### src/rtl/addr_brk_pkg.sv
package addr_brk_pkg;
  localparam int unsigned ADDR_W = 24;
  localparam int unsigned N_CMP  = 2;
  localparam int unsigned SEL_W  = 3;
endpackage

### src/rtl/brk_regs.sv
module brk_regs #(
  parameter int unsigned ADDR_W = 24,
  parameter int unsigned N_CMP  = 2,
  parameter int unsigned SEL_W  = 3
) (
  input  logic                           clk_i,
  input  logic                           rst_ni,
  input  logic                           we_i,
  input  logic [SEL_W-1:0]               sel_i,
  input  logic [7:0]                     wdata_i,
  output logic [N_CMP-1:0][ADDR_W-1:0]   ref_o,
  output logic [N_CMP-1:0]               en_o,
  output logic [N_CMP-1:0]               ign_o,
  output logic                           step_o
);
  localparam int unsigned NB       = ADDR_W / 8;
  localparam int unsigned N_BYTES  = N_CMP * NB;
  localparam int unsigned CTRL_SEL = N_BYTES;
  localparam int unsigned CTRL_W   = 1 + 2 * N_CMP;

  logic [7:0]        byte_q [N_BYTES];
  logic [CTRL_W-1:0] ctrl_q;

  for (genvar g = 0; g < N_BYTES; g++) begin : g_byte
    always_ff @(posedge clk_i or negedge rst_ni) begin
      if (!rst_ni)                               byte_q[g] <= '0;
      else if (we_i && sel_i == SEL_W'(g))       byte_q[g] <= wdata_i;
    end
  end

  always_ff @(posedge clk_i or negedge rst_ni) begin
    if (!rst_ni)                                 ctrl_q <= '0;
    else if (we_i && sel_i == SEL_W'(CTRL_SEL))  ctrl_q <= wdata_i[CTRL_W-1:0];
  end

  // byte 0 of each set is the low byte
  for (genvar k = 0; k < N_CMP; k++) begin : g_ref
    for (genvar b = 0; b < NB; b++) begin : g_b
      assign ref_o[k][8*b +: 8] = byte_q[k*NB + b];
    end
  end

  assign step_o = ctrl_q[0];
  assign ign_o  = ctrl_q[N_CMP:1];
  assign en_o   = ctrl_q[2*N_CMP:N_CMP+1];
endmodule

### src/rtl/brk_cmp.sv
module brk_cmp #(
  parameter int unsigned ADDR_W = 24
) (
  input  logic [ADDR_W-1:0] addr_i,
  input  logic [ADDR_W-1:0] ref_i,
  input  logic              vld_i,
  input  logic              en_i,
  input  logic              ign_i,
  output logic              hit_o
);
  logic page_eq, low_eq;
  assign page_eq = addr_i[ADDR_W-1:8] == ref_i[ADDR_W-1:8];
  assign low_eq  = addr_i[7:0] == ref_i[7:0];
  assign hit_o   = vld_i & en_i & page_eq & (ign_i | low_eq);
endmodule

### src/rtl/brk_latch.sv
module brk_latch #(
  parameter int unsigned N_CMP = 2
) (
  input  logic             clk_i,
  input  logic             rst_ni,
  input  logic [N_CMP-1:0] hit_i,
  input  logic             step_en_i,
  input  logic             instr_done_i,
  input  logic             resume_i,
  output logic             brk_o,
  output logic [N_CMP-1:0] cause_o,
  output logic             step_o
);
  logic             brk_q, step_q, hold, step_hit;
  logic [N_CMP-1:0] cause_q;

  assign step_hit = step_en_i & instr_done_i;
  // new sources win over a coinciding resume
  assign hold     = brk_q & ~resume_i;

  always_ff @(posedge clk_i or negedge rst_ni) begin
    if (!rst_ni) begin
      brk_q   <= 1'b0;
      cause_q <= '0;
      step_q  <= 1'b0;
    end else begin
      brk_q   <= hold | (|hit_i) | step_hit;
      cause_q <= (hold ? cause_q : '0) | hit_i;
      step_q  <= (hold & step_q) | step_hit;
    end
  end

  assign brk_o   = brk_q;
  assign cause_o = cause_q;
  assign step_o  = step_q;
endmodule

### src/rtl/addr_brk_unit.sv
module addr_brk_unit
  import addr_brk_pkg::*;
#(
  parameter int unsigned AW = ADDR_W,
  parameter int unsigned NC = N_CMP,
  parameter int unsigned SW = SEL_W
) (
  input  logic          clk_i,
  input  logic          rst_ni,
  input  logic          reg_we_i,
  input  logic [SW-1:0] reg_sel_i,
  input  logic [7:0]    reg_wdata_i,
  input  logic [AW-1:0] addr_i,
  input  logic          fetch_vld_i,
  input  logic          instr_done_i,
  input  logic          resume_i,
  output logic          brk_o,
  output logic [NC-1:0] brk_cause_o,
  output logic          brk_step_o
);
  logic [NC-1:0][AW-1:0] ref_q;
  logic [NC-1:0]         en_q, ign_q, hit;
  logic                  step_en_q;

  brk_regs #(.ADDR_W(AW), .N_CMP(NC), .SEL_W(SW)) u_regs (
    .clk_i  (clk_i),
    .rst_ni (rst_ni),
    .we_i   (reg_we_i),
    .sel_i  (reg_sel_i),
    .wdata_i(reg_wdata_i),
    .ref_o  (ref_q),
    .en_o   (en_q),
    .ign_o  (ign_q),
    .step_o (step_en_q)
  );

  for (genvar k = 0; k < NC; k++) begin : g_cmp
    brk_cmp #(.ADDR_W(AW)) u_cmp (
      .addr_i(addr_i),
      .ref_i (ref_q[k]),
      .vld_i (fetch_vld_i),
      .en_i  (en_q[k]),
      .ign_i (ign_q[k]),
      .hit_o (hit[k])
    );
  end

  brk_latch #(.N_CMP(NC)) u_latch (
    .clk_i       (clk_i),
    .rst_ni      (rst_ni),
    .hit_i       (hit),
    .step_en_i   (step_en_q),
    .instr_done_i(instr_done_i),
    .resume_i    (resume_i),
    .brk_o       (brk_o),
    .cause_o     (brk_cause_o),
    .step_o      (brk_step_o)
  );
endmodule

### config.mk
export PLATFORM = sky130hd
export DESIGN_NAME = addr_brk_unit
export DESIGN_NICKNAME = d
export VERILOG_FILES = /design/src/rtl/addr_brk_pkg.sv /design/src/rtl/brk_regs.sv /design/src/rtl/brk_cmp.sv /design/src/rtl/brk_latch.sv /design/src/rtl/addr_brk_unit.sv
export SDC_FILE = /design/constraint.sdc
export NUM_CORES = 1
export LEC_CHECK = 0
export BUFFER_PORTS_ARGS = -buffer_cell sky130_fd_sc_hd__buf_2
export CAP_MARGIN = 20
export CORE_MARGIN = 8
export CORE_UTILIZATION = 30
export DETAILED_ROUTE_END_ITERATION = 8
export GPL_TIMING_DRIVEN = 0
export PLACE_DENSITY_LB_ADDON = 0.2
export SETUP_SLACK_MARGIN = 0.2
export SLEW_MARGIN = 10
export SYNTH_ARGS = -nofsm -noshare
export SYNTH_HDL_FRONTEND = slang
export SYNTH_SLANG_ARGS = --single-unit
### constraint.sdc
create_clock -name clk_i -period 2 [get_ports clk_i]
set_input_delay 0.4 -clock clk_i [delete_from_list [all_inputs] [get_ports clk_i]]
set_output_delay 0.4 -clock clk_i [all_outputs]
set_load 0.01 [all_outputs]
==> summary.md <==
| Metric | Value |
|---|---|
| Vias in the first global route | 1,910 |
| H-tree levels | 3 |
| Synth Area in Adders | 0 |
| Post-synth EDFFs | 0 |
| Final setup fails | 0 |
| Routed WL per cell | 17.45 um |
| Clock tree from TritonCTS | done |
| PD cells | 1002 mW/mm2 |
| GRT overflow | 0 |
| Crit path max-delay family | simple AND/OR/NAND/NOR gates |
| Nets | around 290 |
| TNS Setup | 0 ns |
| Final period utilization | 0.8512 |
| Worst Max-Slew Pin Slew | 0.8294 ns |
| Diodes inserted | 0 |
| Worst-Skew Late Latency | 0.34 ns |
| Design area | 0.003257 mm2 |
| Via Count | 1,682 |
| Initial antenna violation count | 0 |
| Bufs and invs on worst path | 0 |
| First-pass GRT wire length | 10,410 um |
| Setup bufs post-CTS | 0 |
| I/O pins | 45 |
| Seq/Total Area, Yosys | 0.5283 |
| Largest net degree at the start of global routing | 58 |
| Yosys warns | 0 |
| Clk pin slew, worst setup/hold paths | 0.07 ns |
| Asr flop ratio synth | 1.000 |
| Worst IR Drop VDD | 0.2960 mV |
| Max-slew violations | 0 |
| Compound-gate portion of the synthesized area | 0.01529 |
| Area Growth Syn to Fin | 20.62% |
| Final Wtd Congestion | 0.7353 |
| CP arrival | 1.98 ns |
| Status | complete, no violations |
| PortBufs | 42 |
| Vias per Instance | 4.634 |
| Crit Path Category | flop to flop |
| Critical Path, Cell by Cell | xor2_1, nor4_2, a21oi_1, or4_1, nand2_1 |
| Final WL | 6333 um |
| Placed cell area | 0.003048 mm2 |
| Share of cells above drive strength 1 | 0.4588 |
| Core Box Area | 0.008721 mm2 |
| Internal reg-to-reg setup slack | 0.30 ns |
| Die W | roughly 110 um |
| Fin. Hold Viols | 0 |
| Cell area after synthesis | 0.002700 mm2 |
| Clk sinks | 57 |
| Final min period | around 1.7 ns |
| FP Rows | 34 |
| Synth cell types | 24 |
| Routed Antenna Nets | 0 |
| Global Route Usage Sum | 0.1097 |
| Worst clock skew | 0.01077 ns |
| DR iter-0 viols | 43 |
| Initial Util | 0.3096 |
| Max Clk Rate | 587.4 MHz |
| Max_slew headroom | 0.4447 |
| Top FF cell, synth | dfrtp_1 |
| Post-Syn Nets | around 240 |
| Commonest non-fill, non-tap cell in the layout | dfrtp_1 |
| Hold Path Class | input port to asynchronous set/reset pin |
| DP HPWL | 4696 um |
| Post-Synth XOR/XNOR Area | 0.1557 |
| #FFs+latches synth | 57 |
| Max Cap Viol | 0 |
| Main combinational cell family by area after synthesis | multiplexers |
| Synth Area per Inst | 13.71 um2 |
| Worst R2R Start | u_regs.ref_o[1] |
| RSZ-0062 raised after global routing | false |
| Critical Path Fanout Max | 2 |
| Simple-gate share of the synthesized area | 0.07646 |
| Max Root-Sink Buffers | 2 |
| Hold bufs inserted after CTS | 0 |
| Die Y | 110.9 um |
| Clock root cell | clkbuf_8 |
| Mux share of post-synthesis cell area | 0.2210 |
| Startpoint types | flop |
| Delay of the slowest critical-path stage | 0.57 ns |
| Critical path's slowest cell | or4_1 |
| Worst Setup End Kind | flop |
| Critical path depth | 5 |
| Residual DRC count | 0 |
| Commonest cells after routing, fill and taps aside | 57 x dfrtp_1, 53 x mux2_2, 42 x buf_2 |
| Total CTS buffers | 9 |
| Crit path required time | 2.28 ns |
| Mapped Cells | 197 |
| LEAKAGE | 0.001404 uW |
| R2r endpoint | u_latch.cause_o[0] |
| R2R cell count | 5 |
| Die area | 0.01229 mm2 |
| 1st-pass router iterations | 4 |
cell type report:
| class | count | area [um2] |
|---|---|---|
| fillers | 844 | 5464 |
| multi-input cells | 138 | 1277 |
| flip-flops and latches | 57 | 1426 |
| well taps | 108 | 135.1 |
| clock buffers | 11 | 141.4 |
| clock inverters | 5 | 55.05 |
| repair buffers | 42 | 212.7 |
| plain buffers | 2 | 8.758 |
kinds of logic (layout without fill, tap and decap cells):
kind of cell | count (synthesis) | in the layout
DFF | 57 | 57
muxes | 53 | 53
xor gates and xnor gates | 48 | 48
and+or+nand+nor | 32 | 32
AOI/OAI and AO/OA | 5 | 5
buffers and inverters | 2 | 60
routing by layer:
| metal | vias to the layer above | part of all wire | track usage |
|---|---|---|---|
| met5 | - | 0 | 0 |
| met4 | 0 | 0.026 | 0.07117 |
| met3 | 12 | 0.032 | 0.02543 |
| met2 | 26 | 0.49 | 0.1677 |
| met1 | 832 | 0.45 | 0.1352 |
| li1 | 812 | - | - |
metrics by stage:
| step | total power [uW] | util | setup slack [ns] | instances | hold slack (ns) |
|---|---|---|---|---|---|
| CTS | 3310 | 0.3727 | 0.2353 | 363 | 0.1357 |
| finish | 3264 | 0.3735 | 0.2977 | 363 | 0.1273 |
| floorplan | 1999 | - | 0.4065 | 197 | 0.1044 |
| global route | 3451 | 0.3735 | 0.2059 | 363 | 0.1731 |
| global placement | 2198 | 0.3492 | 0.009537 | 347 | 0.4500 |
| detailed placement | 2216 | 0.3495 | 0.01181 | 347 | 0.4544 |
registers in the layout, summed over array words and instances (netlist names):
signal,cells
u_latch.step_o,1
u_latch.brk_o,1
u_regs.ctrl_q,5
u_latch.cause_o,2
u_regs.ref_o,48
repair_timing:
| item | CTS | global route |
|---|---|---|
| gates resized for setup | 1 | 1 |
| hold endpoints to repair | 0 | 0 |
| pin swaps | 0 | 0 |
| setup endpoints to repair | 1 | 2 |
worst max-delay path by stage:
stage / start / endpoint / slack (ns)
2_1_floorplan: reg_sel_i[0] / u_regs.ref_o[10] / 0.41
3_3_place_gp: reg_sel_i[2] / u_regs.ref_o[15] / 0.01
3_5_place_dp: reg_sel_i[2] / u_regs.ref_o[13] / 0.01
4_1_cts: u_regs.ref_o[1] / u_latch.cause_o[0] / 0.24
5_1_grt: u_regs.ref_o[4] / u_latch.cause_o[0] / 0.21
6_report: u_regs.ref_o[1] / u_latch.cause_o[0] / 0.30
report_power, final:
| part | leakage [uW] | total, uW | switching, uW | internal [uW] |
|---|---|---|---|---|
| Combinational | 0.000619 | 646 | 271 | 375 |
| Sequential | 0.000689 | 1550 | 151 | 1400 |
| Clock | 0.0000953 | 1070 | 465 | 605 |
| Total | 0.00140 | 3260 | 886 | 2380 |
worst reg2reg max path: stages (launching register included):
cell and delay (ns):
dfrtp_1 0.39, xor2_1 0.18, nor4_2 0.31, a21oi_1 0.11
or4_1 0.57, nand2_1 0.09
synthesized netlist by cell type (2+ instances only):
| cell | instances | area (um2) |
|---|---|---|
| nand2_1 | 4 | 15.01 |
| nor4_1 | 5 | 31.28 |
| nor2_1 | 2 | 7.510 |
| nand3_1 | 4 | 20.02 |
| dfrtp_1 | 57 | 1426 |
| xnor2_1 | 23 | 201.4 |
| nor3_2 | 2 | 20.02 |
| xor2_1 | 25 | 219.0 |
| nor3_1 | 2 | 10.01 |
| mux2_2 | 53 | 596.8 |
| nand4b_1 | 3 | 26.28 |
| nor3b_2 | 2 | 25.02 |
| nand4_1 | 4 | 25.02 |
Power figures use the tool's default switching activity.
